### config.mk
export PLATFORM = sky130hd
export DESIGN_NAME = boot_runctl
export DESIGN_NICKNAME = d
export VERILOG_FILES = /design/src/rtl/boot_runctl_pkg.sv /design/src/rtl/boot_init_timer.sv /design/src/rtl/boot_wake_filter.sv /design/src/rtl/boot_runctl.sv
export SDC_FILE = /design/constraint.sdc
export NUM_CORES = 1
export LEC_CHECK = 0
export ABC_AREA = 1
export BUFFER_PORTS_ARGS = -buffer_cell sky130_fd_sc_hd__buf_2
export CAP_MARGIN = 5
export CORE_MARGIN = 2
export CORE_UTILIZATION = 44
export DETAILED_ROUTE_END_ITERATION = 7
export PLACE_DENSITY = 0.81
export REMOVE_ABC_BUFFERS = 1
export SLEW_MARGIN = 25
export SYNTH_ARGS = -nofsm -noshare
export SYNTH_HDL_FRONTEND = slang
export SYNTH_SLANG_ARGS = --single-unit
### constraint.sdc
create_clock -name clk_i -period 2 [get_ports clk_i]
set_input_delay 0.2 -clock clk_i [delete_from_list [all_inputs] [get_ports clk_i]]
set_output_delay 0.2 -clock clk_i [all_outputs]
set_load 0.02 [all_outputs]
### src/rtl/boot_runctl_pkg.sv
package boot_runctl_pkg;

    localparam int unsigned STATE_W = 3;

    typedef enum logic [STATE_W-1:0] {
        ST_RESET         = 3'd0,
        ST_INIT          = 3'd1,
        ST_RUN_BOOT      = 3'd2,
        ST_ELECT_WAIT    = 3'd3,
        ST_MASTER_RUN    = 3'd4,
        ST_STOPPED       = 3'd5,
        ST_RUN_SECONDARY = 3'd6
    } boot_state_e;

endpackage

### src/rtl/boot_init_timer.sv
// Counts clocks spent in the init state; clears whenever not running.
module boot_init_timer #(
    parameter int unsigned CNT_W = 8
) (
    input  logic             clk_i,
    input  logic             rst_ni,
    input  logic             run_i,
    input  logic [CNT_W-1:0] len_i,
    output logic             done_o
);

    logic [CNT_W-1:0] cnt_d, cnt_q;
    logic [CNT_W:0]   next_w;

    always_comb begin
        next_w = {1'b0, cnt_q} + {{CNT_W{1'b0}}, 1'b1};
        done_o = run_i && (next_w >= {1'b0, len_i});
        cnt_d  = (run_i && !done_o) ? next_w[CNT_W-1:0] : '0;
    end

    always_ff @(posedge clk_i or negedge rst_ni) begin
        if (!rst_ni) begin
            cnt_q <= '0;
        end else begin
            cnt_q <= cnt_d;
        end
    end

endmodule

### src/rtl/boot_wake_filter.sv
// Decodes wake requests aimed at this processor and splits them into
// accepted (processor parked) and misplaced (any other state).
module boot_wake_filter #(
    parameter int unsigned ID_W = 2
) (
    input  logic            wake_valid_i,
    input  logic [ID_W-1:0] wake_target_i,
    input  logic [ID_W-1:0] self_id_i,
    input  logic            parked_i,
    output logic            accept_o,
    output logic            stray_o
);

    logic hit_w;

    always_comb begin
        hit_w    = wake_valid_i && (wake_target_i == self_id_i);
        accept_o = hit_w && parked_i;
        stray_o  = hit_w && !parked_i;
    end

endmodule

### src/rtl/boot_runctl.sv
module boot_runctl
    import boot_runctl_pkg::*;
#(
    parameter int unsigned ID_W      = 2,
    parameter int unsigned ADDR_W    = 32,
    parameter int unsigned CNT_W     = 8,
    parameter logic [ADDR_W-1:0] ROM_ENTRY = 32'hFFF0_0100
) (
    input  logic              clk_i,
    input  logic              rst_ni,
    input  logic [ID_W-1:0]   self_id_i,
    input  logic [CNT_W-1:0]  init_len_i,
    input  logic              elect_valid_i,
    input  logic              elect_master_i,
    input  logic              wake_valid_i,
    input  logic [ID_W-1:0]   wake_target_i,
    input  logic [ADDR_W-1:0] wake_addr_i,
    output logic              core_rst_o,
    output logic              core_hold_o,
    output logic [ADDR_W-1:0] fetch_addr_o,
    output logic [STATE_W-1:0] state_o,
    output logic              wake_err_o
);

    typedef struct packed {
        boot_state_e       state;
        logic [ADDR_W-1:0] fetch;
        logic              err;
    } seq_regs_t;

    seq_regs_t cur_q, nxt_d;
    logic      init_done_w;
    logic      wake_accept_w;
    logic      wake_stray_w;

    boot_init_timer #(
        .CNT_W (CNT_W)
    ) i_init_timer (
        .clk_i  (clk_i),
        .rst_ni (rst_ni),
        .run_i  (cur_q.state == ST_INIT),
        .len_i  (init_len_i),
        .done_o (init_done_w)
    );

    boot_wake_filter #(
        .ID_W (ID_W)
    ) i_wake_filter (
        .wake_valid_i  (wake_valid_i),
        .wake_target_i (wake_target_i),
        .self_id_i     (self_id_i),
        .parked_i      (cur_q.state == ST_STOPPED),
        .accept_o      (wake_accept_w),
        .stray_o       (wake_stray_w)
    );

    always_comb begin
        nxt_d = cur_q;
        unique case (cur_q.state)
            ST_RESET: begin
                nxt_d.state = ST_INIT;
                nxt_d.fetch = '0;
            end
            ST_INIT: begin
                if (init_done_w) begin
                    nxt_d.state = ST_RUN_BOOT;
                    nxt_d.fetch = ROM_ENTRY;
                end
            end
            ST_RUN_BOOT: begin
                nxt_d.state = ST_ELECT_WAIT;
            end
            ST_ELECT_WAIT: begin
                if (elect_valid_i) begin
                    if (elect_master_i) begin
                        nxt_d.state = ST_MASTER_RUN;
                    end else begin
                        nxt_d.state = ST_STOPPED;
                        nxt_d.fetch = '0;
                    end
                end
            end
            ST_STOPPED: begin
                nxt_d.fetch = '0;
                if (wake_accept_w) begin
                    nxt_d.state = ST_RUN_SECONDARY;
                    nxt_d.fetch = wake_addr_i;
                end
            end
            ST_MASTER_RUN, ST_RUN_SECONDARY: begin
                nxt_d.state = cur_q.state;
            end
            default: begin
                nxt_d.state = ST_RESET;
                nxt_d.fetch = '0;
            end
        endcase
        if (wake_stray_w) begin
            nxt_d.err = 1'b1;
        end
    end

    always_ff @(posedge clk_i or negedge rst_ni) begin
        if (!rst_ni) begin
            cur_q <= '{state: ST_RESET, fetch: '0, err: 1'b0};
        end else begin
            cur_q <= nxt_d;
        end
    end

    always_comb begin
        core_rst_o   = (cur_q.state == ST_RESET) || (cur_q.state == ST_INIT);
        core_hold_o  = core_rst_o || (cur_q.state == ST_STOPPED);
        fetch_addr_o = cur_q.fetch;
        state_o      = cur_q.state;
        wake_err_o   = cur_q.err;
    end

endmodule

==> results.cfg, run 1 <==
[run_status]
status = finished with violations
violations = negative setup slack

[sta]
period_share = 1.21
setup_ws_ns = -0.429
rsz0062_at_grt = yes
final_hold_viol_count = 0
setup_viol = 43
post-route-min-period_ns = 2.43
fmax_mhz = 412
relSlewSlack = 0.488
tightest_slew_ns = 0.768
slew_viol_final = 0
fin_hold_ws_ns = 0.0866
skew_ns = 0.00785

[floorplan]
die-area_um2 = 5950
core.rowCount = 26
die_w_um = 77.1
initial_core_util = 0.458
core_area_um2 = 5140
io_pins = 87
die_h_um = 77.1

[power_and_ir_drop]
total_leakage_power_nw = 1.90
power.total_mw = 1.69
powerDensity_nw_per_um2 = 482
peakVddDrop_v = 0.000227

[setup_path]
rr_endpoint = fetch_addr_o[29]$_DFFE_PN0P_
rr_worst_depth = 18
cp_max_fo = 6
worstReg2RegStart = i_init_timer.cnt_q[0]$_DFF_PN0_
cp-start-kind = register
path_class = reg -> reg
r2r_slack_ns = -0.43
crit_arrival_ns = 2.63
worstPathRequired_ns = 2.20
cp-end-kind = register

[hold_path]
min_from = wake_addr_i[18]
hold_class = in -> reg
whs_endpoint = fetch_addr_o[18]$_DFFE_PN0P_
whs_path_depth = 3

[route]
drc_errors = 0
ant_nets = 0
wl_mm = 6.58
first_pass_iters = 4
via_count = 2419
wl_per_cell_um = 13.8
drt_iter0_markers = 119
avgViaCountPerCell = 5.07

[global_routing]
overflow = 0
grt_start_max_net_pins = 36
grtUsageTotal = 0.218
grt_pass1_vias = 2344
grt_pass1_wl_mm = 10.4
antenna_found_initial = 0

[yosys]
ys_seq_elements = 44
synthCells = 294
yosysWarnings = 0
syn_area_per_cell_um2 = 8.01
synth.distinct_cells = 27
syn-cell-area_um2 = 2350
ys_seq_area_frac = 0.468

[layout]
drive_gt1_frac = 0.472
diodes = 0
area_delta_synth_final_pct = 48.9
fin_cells = 477
nets = 464
fillCellCount = 434
post-route-cell-area_um2 = 3500

[clocking]
cts.clk_slew.worst_paths_ns = 0.09
cts_buffers = 5
cts-root-buf = clkbuf_8
htreeDepth = 2
clock_path_buffers = 2
cts_tree = yes
cts.sinks = 44
clk_latency_ns = 0.31

[flow_run]
maxCapViolCount = 0

[placed_design]
placed_cell_area_um2 = 2950
dpl.cell_count = 456
dp_hpwl_mm = 4.15
place_congestion = 0.891
portBuffers = 86
critical path: stages (launching register included):
cell and delay [ns]:
dfrtp_1 0.38, ha_2 0.21, nand2_2 0.06, inv_2 0.08, nand2_4 0.07, buf_6 0.12, nor2_4 0.13, xor2_2 0.09
ha_1 0.30, nand2_1 0.05, inv_1 0.04, nand2_1 0.04, nand2_1 0.06, nand2_1 0.06, nand2_2 0.09, nand3_4 0.19
clkbuf_16 0.24, nand2_2 0.05, nand2_1 0.04
per-layer routing:
| layer | wire, um | global-route usage | up-vias |
|---|---|---|---|
| li1 | - | - | 1167 |
| met1 | 2690 | 0.258 | 1139 |
| met2 | 3350 | 0.382 | 98 |
| met3 | 374 | 0.0459 | 15 |
| met4 | 159 | 0.0911 | 0 |
| met5 | 0 | 0 | - |
cell usage after synthesis:
cell type  instances  area, um^2
inv_1             23        86.3
nor2_8             1        20.0
nand4_1           30         188
xnor2_2            1        16.3
a31oi_1            1        6.26
nor3_1             3        15.0
nand2_2            1        6.26
inv_2              3        11.3
clkinv_2           1        5.00
nand2_1          128         480
a21oi_1            4        20.0
clkbuf_1           1        3.75
nor2_1            16        60.1
o21bai_1           1        7.51
buf_4              1        7.51
dfrtp_1           44        1100
ha_1               9         113
a21oi_2            1        8.76
o21ai_1            1        5.00
nor2_2             2        12.5
buf_2              5        25.0
nand3_4            2        35.0
buf_6              5        56.3
nand3_1            5        25.0
xor2_1             3        26.3
o21ai_0            1        5.00
o211ai_1           1        7.51
cells in the final DEF (no fill, tap or decap), types with 2 or more instances in the layout:
cell        n
buf_4      22
xor2_2      2
inv_2       4
clkbuf_8    5
nand3_4     3
ha_1        8
buf_12      3
nand2_2    26
nand4_1    30
inv_1      22
nor2_2      5
nand2_1    86
nand3_1     3
nor2_1     10
buf_2      86
clkinv_2    2
dfrtp_1    44
a21oi_1     4
nand2_4    17
nor2_4      3
clkbuf_16   3
nor3_2      2
per-stage QoR:
stage,TNS (ns),utilization,setup slack (ns)
floorplan,-16.63,-,-0.476
global placement,-9.49,0.574,-0.247
detailed placement,-13.33,0.574,-0.362
CTS,-13.81,0.620,-0.354
global route,-22.68,0.682,-0.562
finish,-17.02,0.682,-0.429
cell families (layout without fill, tap and decap cells):
group | count (synthesis) | count (layout) | synth area share
compound gates | 10 | 10 | 0.0255
flops | 44 | 44 | 0.468
buf+inv | 39 | 152 | 0.0829
simple gates | 188 | 188 | 0.358
fa+ha+maj | 9 | 9 | 0.0478
xor+xnor | 4 | 4 | 0.0181
state kept, by name, summed over array words and instances, names as in the netlist:
name and count:
wake_err_o 1, state_o 3, fetch_addr_o 32, i_init_timer.cnt_q 8
layout make-up:
| type | count | area [um^2] | area share |
|---|---|---|---|
| multi-input cells | 211 | 1320 | 0.377 |
| inverters | 27 | 103 | 0.0293 |
| clock inverters | 3 | 42.5 | 0.0121 |
| well taps | 70 | 87.6 | 0.0250 |
| repair buffers | 117 | 779 | 0.222 |
| flip-flops and latches | 44 | 1100 | 0.314 |
| clock buffers | 5 | 68.8 | 0.0196 |
report_power, final:
| group | total, mW | internal [mW] | switching, mW |
|---|---|---|---|
| sequential | 0.889 | 0.889 | 0.0000241 |
| clock | 0.691 | 0.370 | 0.321 |
| combinational | 0.109 | 0.0499 | 0.0593 |
worst max-delay path by stage:
stage | from | to | slack [ns] | depth (start not counted)
floorplan | i_init_timer.cnt_q[0]$_DFF_PN0_ | fetch_addr_o[0]$_DFFE_PN0P_ | -0.48 | 19
global route | i_init_timer.cnt_q[0]$_DFF_PN0_ | fetch_addr_o[1]$_DFFE_PN0P_ | -0.56 | 18
global placement | i_init_timer.cnt_q[0]$_DFF_PN0_ | fetch_addr_o[10]$_DFFE_PN0P_ | -0.25 | 18
CTS | i_init_timer.cnt_q[0]$_DFF_PN0_ | fetch_addr_o[17]$_DFFE_PN0P_ | -0.35 | 19
detailed placement | i_init_timer.cnt_q[0]$_DFF_PN0_ | fetch_addr_o[17]$_DFFE_PN0P_ | -0.36 | 20
finish | i_init_timer.cnt_q[0]$_DFF_PN0_ | fetch_addr_o[29]$_DFFE_PN0P_ | -0.43 | 18
repair_timing:
item | 4_1_cts | 5_1_grt
cloned | 2 | 2
gates resized for setup | 9 | 72
pin swaps | 2 | 9
endpoints found under the hold margin | 34 | 0
buffers inserted | 4 | 4
hold buffers | 1 | 0
endpoints found under the setup margin | 43 | 43
Power figures use the tool's default switching activity.
==> inputs of run 2 (changes only) <==
ABC_AREA = 0   (was 1)
CELL_PAD_IN_SITES_DETAIL_PLACEMENT = 1   (was unset)
CELL_PAD_IN_SITES_GLOBAL_PLACEMENT = 2   (was unset)
CORE_UTILIZATION = 26   (was 44)
==> run 2 against run 1 <==
  * The flow still finishes with violations (negative setup slack)
  * Non-clock buffer count decreased by 8
  * Fmax shrank 4.8%
  * Global-route usage fell by 9.2 points
  * Hold slack better by 0.046 ns
  * Critical endpoint is now fetch_addr_o[17]$_DFFE_PN0P_
  * Sequential share of layout area up 5.2 points
  * Combinational power increased by 47%
  * Largest cell class is now flip-flops and latches
  * Synthesized cell count down 35%
  * Setup slack got worse by 0.12 ns
==> results.cfg, run 2 <==
[run_status]
status = finished with violations
violations = negative setup slack

[power_and_ir_drop]
p_int_mw = 1.21
seq_power_share = 0.574
total_leakage_power_nw = 1.67
swShare = 0.235
power_switching_mw = 0.374
combPwrFrac = 0.101
p_clk_frac = 0.326
powerDensity_nw_per_um2 = 529
peakVddDrop_v = 0.000228

[sta]
post-route-min-period_ns = 2.55
relSlewSlack = 0.651
rsz0062_at_grt = yes
skew_ns = 0.00367
period_share = 1.28
fin_hold_ws_ns = 0.133
setup_ws_ns = -0.550
tightest_slew_ns = 0.523
fmax_mhz = 392
setup_viol = 42
slew_viol_final = 0
final_hold_viol_count = 0

[yosys]
ys_seq_elements = 44
ys_top_cells_by_area = dfrtp_1 (52%), a22o_1 (12%), ha_1 (5.3%)
synth.most_common_cell = dfrtp_1
synth_edf_count = 0
ys_seq_area_frac = 0.517
synthArstFlopShare = 1.00
synthFlopType = dfrtp_1
synth_top_area_frac = 0.517
synth-adder-area-share = 0.0529
syn_area_per_cell_um2 = 11.1
synthTopCellsByCount = dfrtp_1 (44), a22o_1 (30), inv_1 (23)
yosysWarnings = 0
yosys.area.top_type = dfrtp_1
synthSimpleGateAreaFrac = 0.0823
syn-cell-area_um2 = 2130
synth_top_family_by_area = compound AO/OA/AOI/OAI gates
synth.distinct_cells = 33
synthMuxAreaShare = 0
yosys.area_share.xor_xnor = 0.0329
synth_compound_area_frac = 0.238
synthCells = 191

[route]
wl_per_cell_um = 14.5
ant_nets = 0
drt_iter0_markers = 36
avgViaCountPerCell = 4.53
first_pass_iters = 4
via_count = 1823
drc_errors = 0
wl_mm = 5.82

[layout]
largest_register_ffs = 32
fin_cells = 402
most-common-layout-cells = buf_2 (86), dfrtp_1 (44), a22o_1 (30)
post-route-cell-area_um2 = 3000
finalCoreUtilization = 0.371
final_common_cell = buf_2
nets = 355
drive_gt1_frac = 0.448
area_delta_synth_final_pct = 41.1
diodes = 0

[placed_design]
post-place-ws_ns = -0.517
dpl.cell_count = 389
portBuffers = 86
placed_cell_area_um2 = 2780
place_congestion = 0.725
dp_hpwl_mm = 4.28

[clocking]
cts.sinks = 44
cts_tree = yes
clk_latency_ns = 0.29
cts-root-buf = clkbuf_8
cts_buffers = 5
cts.clk_slew.worst_paths_ns = 0.08
clock_path_buffers = 2
htreeDepth = 2

[floorplan]
initial_core_util = 0.263
core.rowCount = 33
core_area_um2 = 8090
die-area_um2 = 8930
die_h_um = 94.5
io_pins = 87
die_w_um = 94.5

[global_routing]
grtUsageTotal = 0.126
grt_pass1_wl_mm = 8.90
grt_start_max_net_pins = 24
overflow = 0
antenna_found_initial = 0
grt_pass1_vias = 1910

[setup_path]
cp_max_fo = 5
cp-end-kind = register
crit_arrival_ns = 2.77
cp-start-kind = register
worstPathRequired_ns = 2.22
path_class = reg -> reg

[flow_run]
maxCapViolCount = 0

[hold_path]
hold_class = in -> reg
## run 2: cell types whose count changed after synthesis, moves of 6 or more
| cell | delta |
|---|---|
| nor2b_1 | +6 |
| o21ai_0 | +16 |
| nand2_1 | -120 |
| nand4_1 | -29 |
| nor2_1 | -9 |
| a22o_1 | +30 |
## run 2: kinds of logic (layout without fill, tap and decap cells)
family	after synthesis	count (layout)
compound gates	63	63
flops	44	44
simple gates	34	34
buf+inv	33	139
fa+ha+maj	9	9
xor+xnor	8	8
## run 2: routing by layer
layer	track usage	part of all wire	vias up
met4	0.0326	0.011	0
met2	0.218	0.50	58
met5	0	0	-
met1	0.166	0.44	880
li1	-	-	878
met3	0.0184	0.050	7
## run 2: final cells by class
| type | count | area [um^2] |
|---|---|---|
| sequential | 44 | 1100 |
| clock inverter | 2 | 12.5 |
| timing repair buffer | 109 | 694 |
| tap | 105 | 131 |
| inverter | 23 | 86.3 |
| clock buffer | 5 | 68.8 |
| fill | 963 | 5090 |
| multi-input combinational | 114 | 910 |
## run 2: path summary, 6_finish.rpt
check	from	to	slack, ns	depth (start not counted)
setup / recovery	i_init_timer.cnt_q[0]$_DFF_PN0_	fetch_addr_o[17]$_DFFE_PN0P_	-0.55	12
hold / removal	wake_addr_i[10]	fetch_addr_o[10]$_DFFE_PN0P_	0.13	2
max in group asynchronous	rst_ni	fetch_addr_o[5]$_DFFE_PN0P_	1.08	3
hold reg to reg	wake_err_o$_DFFE_PN0P_	wake_err_o$_DFFE_PN0P_	0.49	1
setup reg to reg	i_init_timer.cnt_q[0]$_DFF_PN0_	fetch_addr_o[17]$_DFFE_PN0P_	-0.55	12
min in group asynchronous	rst_ni	i_init_timer.cnt_q[6]$_DFF_PN0_	0.42	2
## run 2: stage by stage
stage	setup TNS (ns)	power [mW]
after floorplan	-24.33	0.987
after global placement	-17.31	1.08
after detailed placement	-19.77	1.09
after CTS	-19.05	1.61
after global routing	-28.65	1.67
final	-21.05	1.59
## run 2: worst max-delay path, stage by stage (launching register included)
cell	delay [ns]
dfrtp_1	0.37
ha_2	0.18
nand2_1	0.05
nor2_1	0.12
xor2_1	0.21
ha_1	0.29
a21o_2	0.22
a2111oi_4	0.29
o21ai_2	0.15
o21ai_4	0.19
buf_12	0.15
clkbuf_16	0.14
a22o_1	0.12
## run 2: what timing repair did
item | in CTS | in global routing
hold endpoints to repair | 21 | 0
gates cloned | 0 | 3
setup buffers | 0 | 2
setup endpoints to repair | 42 | 42
resized for setup | 5 | 5
hold buffers | 1 | 0
pin swaps | 3 | 14
## run 2: power by group through the flow
stage | Sequential (mW) | Combinational [mW] | Clock, mW
after floorplan | 0.948 | 0.0388 | 0
after global placement | 0.928 | 0.154 | 0
after detailed placement | 0.929 | 0.157 | 0
after CTS | 0.911 | 0.160 | 0.543
after global routing | 0.913 | 0.180 | 0.573
final | 0.911 | 0.160 | 0.517
